[src/rtl/cursor_pkg.sv]
package cursor_pkg;

  typedef struct packed {
    logic [7:0] y;
    logic [7:0] u;
    logic [7:0] v;
  } yuv_t;

  // strobes handed from control to datapath each cycle
  typedef struct packed {
    logic bmpWr;
    logic palWr;
    logic hit;
  } strobe_t;

endpackage

[src/rtl/cursorCtrl.sv]
module cursorCtrl
  import cursor_pkg::*;
#(
  parameter int COORD_W    = 11,
  parameter int ADDR_W     = 10,
  parameter int BASE_LOG   = 3,
  parameter int NUM_SHAPES = 5,
  parameter int SHAPE_W    = 3,
  parameter int DATA_W     = 22
) (
  input  logic               clk,
  input  logic               rstN,
  input  logic               wrEn,
  input  logic [1:0]         wrSel,
  input  logic [DATA_W-1:0]  wrData,
  input  logic               vBlank,
  input  logic               pixValid,
  input  logic [COORD_W-1:0] hCount,
  input  logic [COORD_W-1:0] vCount,
  output strobe_t            strobes,
  output logic [ADDR_W-1:0]  readAddr,
  output logic [COORD_W-1:0] actX,
  output logic [COORD_W-1:0] actY,
  output logic [SHAPE_W-1:0] actShape
);

  localparam logic [SHAPE_W-1:0] MAX_SHAPE = SHAPE_W'(NUM_SHAPES - 1);
  localparam logic [COORD_W-1:0] BASE_SPAN = COORD_W'(1 << BASE_LOG);
  localparam logic [COORD_W-1:0] MAX_ROWS  = COORD_W'((1 << ADDR_W) >> BASE_LOG);

  logic [COORD_W-1:0] pendX, pendY;
  logic [SHAPE_W-1:0] pendShape;
  logic               prevVBlank;
  logic               frameEdge;

  assign frameEdge = vBlank && !prevVBlank;

  // pending registers written by host, copied at start of blanking
  always_ff @(posedge clk) begin
    if (!rstN) begin
      pendX      <= '0;
      pendY      <= '0;
      pendShape  <= '0;
      prevVBlank <= 1'b0;
      actX       <= '0;
      actY       <= '0;
      actShape   <= '0;
    end else begin
      prevVBlank <= vBlank;
      if (wrEn && wrSel == 2'd2)
        pendShape <= (wrData[SHAPE_W-1:0] > MAX_SHAPE) ? MAX_SHAPE : wrData[SHAPE_W-1:0];
      if (wrEn && wrSel == 2'd3) begin
        pendX <= wrData[COORD_W-1:0];
        pendY <= wrData[2*COORD_W-1:COORD_W];
      end
      if (frameEdge) begin
        actX     <= pendX;
        actY     <= pendY;
        actShape <= pendShape;
      end
    end
  end

  // rectangle test on unsigned differences: a borrow means left/above
  logic [COORD_W:0]   dxW, dyW;
  logic [COORD_W-1:0] spanW, spanH;
  logic               inX, inY;
  logic [ADDR_W-1:0]  rowOff;

  always_comb begin
    dxW    = {1'b0, hCount} - {1'b0, actX};
    dyW    = {1'b0, vCount} - {1'b0, actY};
    spanW  = BASE_SPAN << actShape;
    spanH  = MAX_ROWS >> actShape;
    inX    = !dxW[COORD_W] && (dxW[COORD_W-1:0] < spanW);
    inY    = !dyW[COORD_W] && (dyW[COORD_W-1:0] < spanH);
    rowOff = ADDR_W'(dyW[COORD_W-1:0]) << (BASE_LOG + int'(actShape));
    readAddr = rowOff + ADDR_W'(dxW[COORD_W-1:0]);
  end

  assign strobes.bmpWr = wrEn && (wrSel == 2'd0);
  assign strobes.palWr = wrEn && (wrSel == 2'd1);
  assign strobes.hit   = pixValid && inX && inY;

endmodule

[src/rtl/cursorDatapath.sv]
module cursorDatapath
  import cursor_pkg::*;
#(
  parameter int ADDR_W = 10,
  parameter int PAL_W  = 16,
  parameter int CODE_W = 2
) (
  input  logic              clk,
  input  logic              rstN,
  input  strobe_t           strobes,
  input  logic [ADDR_W-1:0] wrAddr,
  input  logic [PAL_W-1:0]  wrData,
  input  logic [ADDR_W-1:0] readAddr,
  input  logic              pixValid,
  input  yuv_t              inYuv,
  output logic              outValid,
  output yuv_t              outYuv
);

  localparam int DEPTH = 1 << ADDR_W;
  localparam int PAL_N = 1 << CODE_W;

  logic [CODE_W-1:0] bitmap [DEPTH];
  logic [PAL_W-1:0]  palette [PAL_N];

  logic [CODE_W-1:0] code1;
  logic              hit1, valid1;
  yuv_t              pix1;

  // bitmap store: synchronous write, synchronous read
  always_ff @(posedge clk) begin
    if (strobes.bmpWr) bitmap[wrAddr] <= wrData[CODE_W-1:0];
    code1 <= bitmap[readAddr];
  end

  always_ff @(posedge clk) begin
    if (!rstN) begin
      for (int i = 0; i < PAL_N; i++) palette[i] <= '0;
    end else if (strobes.palWr) begin
      palette[wrAddr[CODE_W-1:0]] <= wrData;
    end
  end

  // stage 1: align underlying pixel with the bitmap read
  always_ff @(posedge clk) begin
    if (!rstN) begin
      hit1   <= 1'b0;
      valid1 <= 1'b0;
      pix1   <= '0;
    end else begin
      hit1   <= strobes.hit;
      valid1 <= pixValid;
      pix1   <= inYuv;
    end
  end

  function automatic logic [7:0] mixComp(input logic [7:0] a, input logic [7:0] c,
                                         input logic [1:0] w);
    logic [9:0] s;
    s = '0;
    case (w)
      2'd0: mixComp = a;
      2'd1: begin
        s = ({2'b0, a} << 1) + {2'b0, a} + {2'b0, c};
        mixComp = s[9:2];
      end
      2'd2: begin
        s = {2'b0, a} + {2'b0, c};
        mixComp = s[8:1];
      end
      default: mixComp = c;
    endcase
  endfunction

  logic [PAL_W-1:0] entry;
  yuv_t             curCol, mixed;
  logic [1:0]       weight;

  always_comb begin
    entry    = palette[code1];
    curCol.y = {entry[15:10], entry[15:14]};
    curCol.u = {entry[9:6], entry[9:6]};
    curCol.v = {entry[5:2], entry[5:2]};
    weight   = entry[1:0];
    mixed.y  = mixComp(pix1.y, curCol.y, weight);
    mixed.u  = mixComp(pix1.u, curCol.u, weight);
    mixed.v  = mixComp(pix1.v, curCol.v, weight);
  end

  // stage 2: output register
  always_ff @(posedge clk) begin
    if (!rstN) begin
      outValid <= 1'b0;
      outYuv   <= '0;
    end else begin
      outValid <= valid1;
      outYuv   <= hit1 ? mixed : pix1;
    end
  end

endmodule

[src/rtl/cursorOverlay.sv]
module cursorOverlay
  import cursor_pkg::*;
#(
  parameter int COORD_W    = 11,
  parameter int ADDR_W     = 10,
  parameter int BASE_LOG   = 3,
  parameter int NUM_SHAPES = 5
) (
  input  logic                 clk,
  input  logic                 rstN,
  input  logic                 wrEn,
  input  logic [1:0]           wrSel,
  input  logic [ADDR_W-1:0]    wrAddr,
  input  logic [2*COORD_W-1:0] wrData,
  input  logic                 vBlank,
  input  logic                 pixValid,
  input  logic [COORD_W-1:0]   hCount,
  input  logic [COORD_W-1:0]   vCount,
  input  logic [23:0]          inYuv,
  output logic                 outValid,
  output logic [23:0]          outYuv
);

  localparam int DATA_W  = 2 * COORD_W;
  localparam int SHAPE_W = $clog2(NUM_SHAPES);
  localparam int PAL_W   = 16;

  strobe_t            strobes;
  logic [ADDR_W-1:0]  readAddr;
  logic [COORD_W-1:0] actX, actY;
  logic [SHAPE_W-1:0] actShape;
  yuv_t               outPix;

  cursorCtrl #(
    .COORD_W(COORD_W), .ADDR_W(ADDR_W), .BASE_LOG(BASE_LOG),
    .NUM_SHAPES(NUM_SHAPES), .SHAPE_W(SHAPE_W), .DATA_W(DATA_W)
  ) u_ctrl (
    .clk(clk), .rstN(rstN), .wrEn(wrEn), .wrSel(wrSel), .wrData(wrData),
    .vBlank(vBlank), .pixValid(pixValid), .hCount(hCount), .vCount(vCount),
    .strobes(strobes), .readAddr(readAddr),
    .actX(actX), .actY(actY), .actShape(actShape)
  );

  cursorDatapath #(.ADDR_W(ADDR_W), .PAL_W(PAL_W), .CODE_W(2)) u_dp (
    .clk(clk), .rstN(rstN), .strobes(strobes), .wrAddr(wrAddr),
    .wrData(wrData[PAL_W-1:0]), .readAddr(readAddr), .pixValid(pixValid),
    .inYuv(yuv_t'(inYuv)), .outValid(outValid), .outYuv(outPix)
  );

  assign outYuv = outPix;

endmodule

[config.mk]
export PLATFORM = sky130hd
export DESIGN_NAME = cursorOverlay
export DESIGN_NICKNAME = d
export VERILOG_FILES = /design/src/rtl/cursor_pkg.sv /design/src/rtl/cursorCtrl.sv /design/src/rtl/cursorDatapath.sv /design/src/rtl/cursorOverlay.sv
export SDC_FILE = /design/constraint.sdc
export NUM_CORES = 2
export LEC_CHECK = 0
export ABC_AREA = 1
export BUFFER_PORTS_ARGS = -buffer_cell sky130_fd_sc_hd__buf_2
export CAP_MARGIN = 20
export CORE_AREA = 5 5 349 488
export CTS_BUF_LIST = sky130_fd_sc_hd__clkbuf_2
export DETAILED_ROUTE_END_ITERATION = 6
export DIE_AREA = 0 0 354 493
export PLACE_DENSITY = 0.75
export SYNTH_ARGS = -nofsm -noshare
export SYNTH_HDL_FRONTEND = slang
export SYNTH_SLANG_ARGS = --single-unit
[constraint.sdc]
create_clock -name clk -period 8.2 [get_ports clk]
set_clock_uncertainty 0.05 [all_clocks]
set_input_delay 0.82 -clock clk [delete_from_list [all_inputs] [get_ports clk]]
set_output_delay 0.82 -clock clk [all_outputs]
set_load 0.1 [all_outputs]
# Word level (Yosys, flattened, before mapping)
# Memory sizes are Yosys's and may differ from the RTL's. A register that Yosys moved wholly into a read port is not among the register bits.
# Cells that the tools add are included.
totals:
  memories: 2
  register_bits: 102
  ram_bits: 2112
mem_list:
  columns: ["name", "depth", "width", "read_ports", "rd_clocked_by_memory_dff", "write_ports", "line_no", "rtl"]
  rows:
  - ["u_dp.bitmap", 1024, 2, 1, 1, 1, "cursorDatapath.sv:23", "logic [CODE_W-1:0] bitmap [DEPTH];"]
  - ["u_dp.palette", 4, 16, 1, 0, 4, "cursorDatapath.sv:24", "logic [PAL_W-1:0] palette [PAL_N];"]
classes:
  eq_ne: 5
  mux: 14
  shifts: 3
  n_reduce_logical: 15
  magnitude_cmp: 3
  addsub: 13
ops:
  columns: ["op", "n"]
  rows:
  - ["case mux 8 bit (3 select lines)", 3]
  - ["<< shifter 10 x 32 -> 10 bit", 1]
  - ["adder 10 x 8 -> 10 bit", 3]
  - ["adder 9 x 8 -> 10 bit", 3]
  - ["adder 8 x 8 -> 9 bit", 3]
  - ["2-to-1 mux 24 bit", 1]
  - ["subtractor 11 x 11 -> 12 bit", 2]
  - ["less-than comparator 11 bit", 2]
  - ["2-to-1 mux 16 bit", 1]
  - ["OR reduction 16 bit", 1]
  - ["<< shifter 4 x 3 -> 11 bit (first input constant)", 1]
  - ["right shift 8 x 3 -> 11 bit (first input constant)", 1]
  - ["adder 10 bit", 1]
  - ["logical AND 1 bit", 9]
  - ["2-to-1 mux 1 bit", 7]
  - ["equality test 2 bit (second input constant)", 3]
  - ["adder 2 x 3 -> 4 bit (first input constant)", 1]
  - ["equality test 2 x 1 -> 1 bit (second input constant)", 2]
  - ["zero test 2 bit", 2]
  - ["greater-than comparator 3 bit (second input constant)", 1]
  - ["zero test 1 bit", 3]
  - ["2-to-1 mux 3 bit", 1]
  - ["2-to-1 mux 2 bit", 1]

# Depth between registers and ports, before layout
logic_depth:
  ltp_word: 7
  ltp_mapped: 30

# Modules after synthesis
# Synthesis repeated with hierarchy kept, for this count alone.
unflattened:
  hier_cells: 9415
  area_unflattened_um2: 98042.8
modules_own_cells:
  columns: ["mod", "cells_per_inst", "n_inst", "area_each_um2"]
  rows:
  - ["cursorDatapath", 8806, 1, 93866.3]
  - ["cursorCtrl", 609, 1, 4176.5]

# Least setup slack after synthesis
# No wires, ideal clock.
synth_path:
  path_type: "input -> register"
  start: "in vCount[0]"
  end: "reg u_dp.code1[0], read port of u_dp.bitmap"
  required_time_ns: 8.037
  path_slack_ns: 4.158
  setup_time_ns: 0.113
  arrival_time_ns: 3.879
  stages: 26
  cell_sequence: "inv_1 -> ha_1 -> fa_1 -> nand2_1 -> o21ai_0 -> nor2_1 -> inv_1 -> nor2_1 -> inv_1 -> fa_1 -> buf_2 -> buf_2 -> buf_1 -> nand3_1 -> nand3_1 -> nand2_1 -> nand2_1 -> nand3_1 -> nand3_1 -> nand3_1 -> nand3_1 -> nand2_1 -> nand2_1 -> nand2_1 -> nand3_1 -> nand2_1"
synth_between:
  elab_chain_cells: 3
synth_lines:
  columns: ["element", "line_no", "rtl"]
  rows:
  - ["from (decl)", "cursorOverlay.sv:18", "input logic [COORD_W-1:0] vCount,"]
  - ["subtractor 11 x 11 -> 12 bit", "cursorCtrl.sv:72", "dyW = {1'b0, vCount} - {1'b0, actY};"]
  - ["<< shifter 10 x 32 -> 10 bit", "cursorCtrl.sv:77", "rowOff = ADDR_W'(dyW[COORD_W-1:0]) << (BASE_LOG + int'(actShape));"]
  - ["adder 10 bit", "cursorCtrl.sv:78", "readAddr = rowOff + ADDR_W'(dxW[COORD_W-1:0]);"]
  - ["to (decl)", "cursorDatapath.sv:26", "logic [CODE_W-1:0] code1;"]
# Every way passes these cells.
# A chain may end at the register's enable or synchronous reset.

# Final worst setup path
layout_path:
  start: "reg u_ctrl.actShape[0]"
  end: "reg u_dp.code1[0], read port of u_dp.bitmap"
layout_between:
  elab_chain_cells: 3
layout_lines:
  columns: ["element", "line_no", "rtl"]
  rows:
  - ["from (decl)", "cursorCtrl.sv:24", "output logic [SHAPE_W-1:0] actShape"]
  - ["from (signal assigned)", "cursorCtrl.sv:59", "actShape <= pendShape;"]
  - ["adder 2 x 3 -> 4 bit", "cursorCtrl.sv:77", null]
  - ["<< shifter 10 x 32 -> 10 bit", "cursorCtrl.sv:77", null]
  - ["adder 10 bit", "cursorCtrl.sv:78", null]
# Every way passes these cells.

==> run_results.csv <==
group,metric,value,unit
synth,post_synth.cell_area_avg,10.2,um2
sta,fmax,129,MHz
floorplan,floorplan.initialDensity,59.6,%
clocking,clock_path_buffers,4,
synth,synthDistinctLibCells,51,
layout,final_design_area_no_fill,107000,um2
floorplan,die-height,493,um
drt,vias,75500,
synth,fraction_of_synthesized_cell_area_in_xor_and_xnor_cells,0.160,%
layout,drive_gt1_share,10.4,%
synth,largest_family_of_logic_cells_by_synthesized_area,"simple AND/OR/NAND/NOR gates",
place,hpwlAfterDp,157000,um
place,io_buffers,109,
drt,drc,15,
synth,async_flop_share,0,%
setup_path,crit_path_start,"u_ctrl.actShape[0]",
drt,routed_via_density,6.06,
floorplan,placement_rows,177,
sta,final.hold.worst_slack,0.232,ns
setup_path,reg2reg_depth,27,
layout,syn_to_final_growth,8.65,%
floorplan,design.die.area,175000,um2
setup_path,arrival,9.51,ns
sta,rsz0062_at_grt,"false",
clocking,clkTransAtPathRegs,0.12,ns
floorplan,placeableCoreArea,165000,um2
sta,report.final.hold_viol_count,0,
flow_run,drv.max_cap_violation_count,0,
sta,final-setup-viol-count,0,
drt,drt_wl_total,286000,um
grt,grt_first_pass_wirelength,427000,um
sta,tightest_slew,1.28,ns
grt,grt_start_max_net_pins,224,
clocking,post-cts-setup-buffer-count,0,
synth,part_of_the_yosys_area_used_for_sequential_elements,66.5,%
hold_path,whs_path_depth,4,
sta,finalWorstPathRequiredPeriod,7.75,ns
drt,first_iter_violations,9331,
clocking,clkLatencyLatePin,1.95,ns
grt,via_count_of_the_first_global_routing_pass,74600,
sta,final_min_period_over_clock_period,94.6,%
place,place.gp.congestion,0.888,
synth,synth_compound_area_share,1.78,%
layout,fin_util,64.7,%
setup_path,critical_path.reg2reg.startpoint,"u_ctrl.actShape[0]",
grt,gr-total-overflow,0,
hold_path,hold_class,"primary input to flip-flop",
clocking,tritoncts,"done",
layout,fillers,12500,
synth,mappedNetlistNets,9865,
power,powerDensity,258,nW/um2
setup_path,worst-path-max-fanout,63,
setup_path,reg2reg_setup_slack,0.45,ns
layout,nNetsFinal,10200,
synth,yosys.area_share.simple,25.5,%
drt,final_antenna_net_count,0,
synth,ys.flop_type,"sky130_fd_sc_hd__edfxtp_1",
grt,antenna_found_initial,9,
hold_path,hold_end,"u_dp.bitmap[687][0]",
sta,final_slew_viol_count,0,
setup_path,rr_endpoint,"u_dp.code1[0]",
synth,cells_after_synth,9657,
synth,ys_warn_count,0,
outcome,run_status,"complete, but fails checks",
outcome,violations,"design-rule violations",
synth,netlist_area,98500,um2
sta,setup_total_negative_slack,0,ns
drt,drt_pre_antenna_iters,7,
layout,layout.cells.most_common_list,"sky130_fd_sc_hd__nand2_1, sky130_fd_sc_hd__edfxtp_1, sky130_fd_sc_hd__nand3_1, sky130_fd_sc_hd__nor2_1, sky130_fd_sc_hd__clkbuf_2",
clocking,cts.root.buffer_cell,"sky130_fd_sc_hd__clkbuf_2",
sta,maxSlewHeadroom,14.6,%
setup_path,crit_path_start_kind,"flip-flop",
floorplan,floorplan.die.width,354,um
setup_path,critPathCaptureType,"flip-flop",
setup_path,worst_setup_path_class,"flip-flop to flip-flop",
place,postPlaceCellArea,101000,um2
power,power_leakage,39.8,nW
clocking,cts_buffers,485,
sta,setup_slack,0.445,ns
place,dp_worst_setup_slack,1.65,ns
synth,synth_adder_area_share,1.79,%
clocking,cts.htree.levels,5,
grt,gr-usage-all-layers,32.0,%
synth,yosys_reg_bits,2216,
synth,synthMuxAreaShare,0,%
clocking,tritoncts_num_sinks,2216,
synth,synth_edf_count,2112,
hold_path,hp-start,"wrAddr[2]",
drt,wl_per_cell,22.9,um
setup_path,worstPathRequired,9.95,ns
layout,layout.cells.most_common,"sky130_fd_sc_hd__nand2_1",
floorplan,io-pin-count,110,
power,vdd_drop_max,0.242,mV
-- logic make-up after synthesis --
group,after synthesis
AND/OR/NAND/NOR,6026
adder cells (fa/ha/maj),123
AO/OA/AOI/OAI,318
flip-flops,2216
XOR/XNOR,15
buffers and inverters,959
-- critical path, cell delays in order, from the launching register on --
cell and delay, ns:
sky130_fd_sc_hd__dfxtp_1 0.67, sky130_fd_sc_hd__inv_2 0.22, sky130_fd_sc_hd__ha_1 0.48, sky130_fd_sc_hd__clkinv_1 0.28, sky130_fd_sc_hd__nor3_1 0.29, sky130_fd_sc_hd__nand2_1 0.12
sky130_fd_sc_hd__nor2_1 0.18, sky130_fd_sc_hd__ha_4 0.17, sky130_fd_sc_hd__inv_1 0.06, sky130_fd_sc_hd__fa_4 0.49, sky130_fd_sc_hd__nand2_1 0.18, sky130_fd_sc_hd__nand2_8 0.36
sky130_fd_sc_hd__inv_8 0.59, sky130_fd_sc_hd__buf_4 0.40, sky130_fd_sc_hd__nand3_1 0.11, sky130_fd_sc_hd__nand2_1 0.10, sky130_fd_sc_hd__nand2_1 0.10, sky130_fd_sc_hd__nand3_1 0.14
sky130_fd_sc_hd__nand3_1 0.22, sky130_fd_sc_hd__nand3_1 0.17, sky130_fd_sc_hd__nand3_1 0.34, sky130_fd_sc_hd__nand2_1 0.18, sky130_fd_sc_hd__nand2_1 0.07, sky130_fd_sc_hd__nand2_1 0.27
sky130_fd_sc_hd__nand3_1 0.11, sky130_fd_sc_hd__dlygate4sd3_1 0.58, sky130_fd_sc_hd__nand2_1 0.07, sky130_fd_sc_hd__dlygate4sd3_1 0.54
-- routing by layer --
metal  global-route usage, %  vias to the layer above  wire length (um)
met5                       0                        -                51
met4                    21.4                        6             20700
li1                        -                    33900                 -
met3                    6.86                     1038             30500
met2                    53.6                     4582            139000
met1                    37.5                    36000             95600
-- layout make-up --
type	count	area, um2	share of cell area, %
Antenna cell	10	25.0	0.0234
Clock buffer	699	3500	3.27
Clock inverter	137	626	0.584
Inverter	269	1050	0.977
Multi-Input combinational cell	6482	29000	27.1
Sequential cell	2216	65500	61.2
Tap cell	2148	2690	2.51
Timing Repair Buffer	499	4650	4.35
-- synthesized netlist by cell type, types with 54 or more instances --
| cell type | n | area (um2) |
|---|---|---|
| sky130_fd_sc_hd__nor3_1 | 54 | 270 |
| sky130_fd_sc_hd__nand3_1 | 1866 | 9340 |
| sky130_fd_sc_hd__ha_1 | 93 | 1160 |
| sky130_fd_sc_hd__o21ai_0 | 131 | 656 |
| sky130_fd_sc_hd__a21oi_1 | 118 | 591 |
| sky130_fd_sc_hd__nor2_1 | 1143 | 4290 |
| sky130_fd_sc_hd__buf_2 | 397 | 1990 |
| sky130_fd_sc_hd__edfxtp_1 | 2112 | 63400 |
| sky130_fd_sc_hd__clkbuf_1 | 184 | 691 |
| sky130_fd_sc_hd__nand2_1 | 2915 | 10900 |
| sky130_fd_sc_hd__dfxtp_1 | 104 | 2080 |
| sky130_fd_sc_hd__inv_1 | 254 | 953 |
| sky130_fd_sc_hd__buf_1 | 87 | 327 |
-- report_power, final --
part,internal (mW),leakage [nW],switching [mW]
Combinational,2.36,16.7,6.26
Clock,2.34,3.22,4.19
Sequential,12.4,19.9,0.0531
-- flip-flops by register name (all words and copies together) (netlist names) --
| register | cells |
|---|---|
| u_ctrl.actShape | 3 |
| u_ctrl.actX | 11 |
| u_ctrl.actY | 11 |
| u_ctrl.pendShape | 3 |
| u_ctrl.pendX | 11 |
| u_ctrl.pendY | 11 |
| u_ctrl.prevVBlank | 1 |
| u_dp.bitmap | 2048 |
| u_dp.code1 | 2 |
| u_dp.hit1 | 1 |
| u_dp.outValid | 1 |
| u_dp.outYuv | 24 |
| u_dp.palette | 64 |
| u_dp.pix1 | 24 |
| u_dp.valid1 | 1 |
-- per-stage QoR --
step | instances | power [mW]
final | 12500 | 27.6
after global routing | 12500 | 28.9
after CTS | 12400 | 27.4
after detailed placement | 11400 | 20.9
after global placement | 11400 | 20.8
after floorplan | 9657 | 18.0
-- repair_timing --
action                      CTS  global route
setup endpoints to repair     0             0
hold buffers                225             0
hold endpoints to repair   3893             0
gates resized for setup       0             0
-- how the worst max path moves through the flow --
stage	slack [ns]	cells past startpoint	to
floorplan	4.16	26	u_dp.code1[0]
global placement	1.70	25	u_dp.code1[1]
detailed placement	1.65	25	u_dp.code1[1]
CTS	0.62	27	u_dp.code1[0]
global route	0.21	27	u_dp.code1[0]
finish	0.45	27	u_dp.code1[0]
Power figures use the tool's default switching activity.
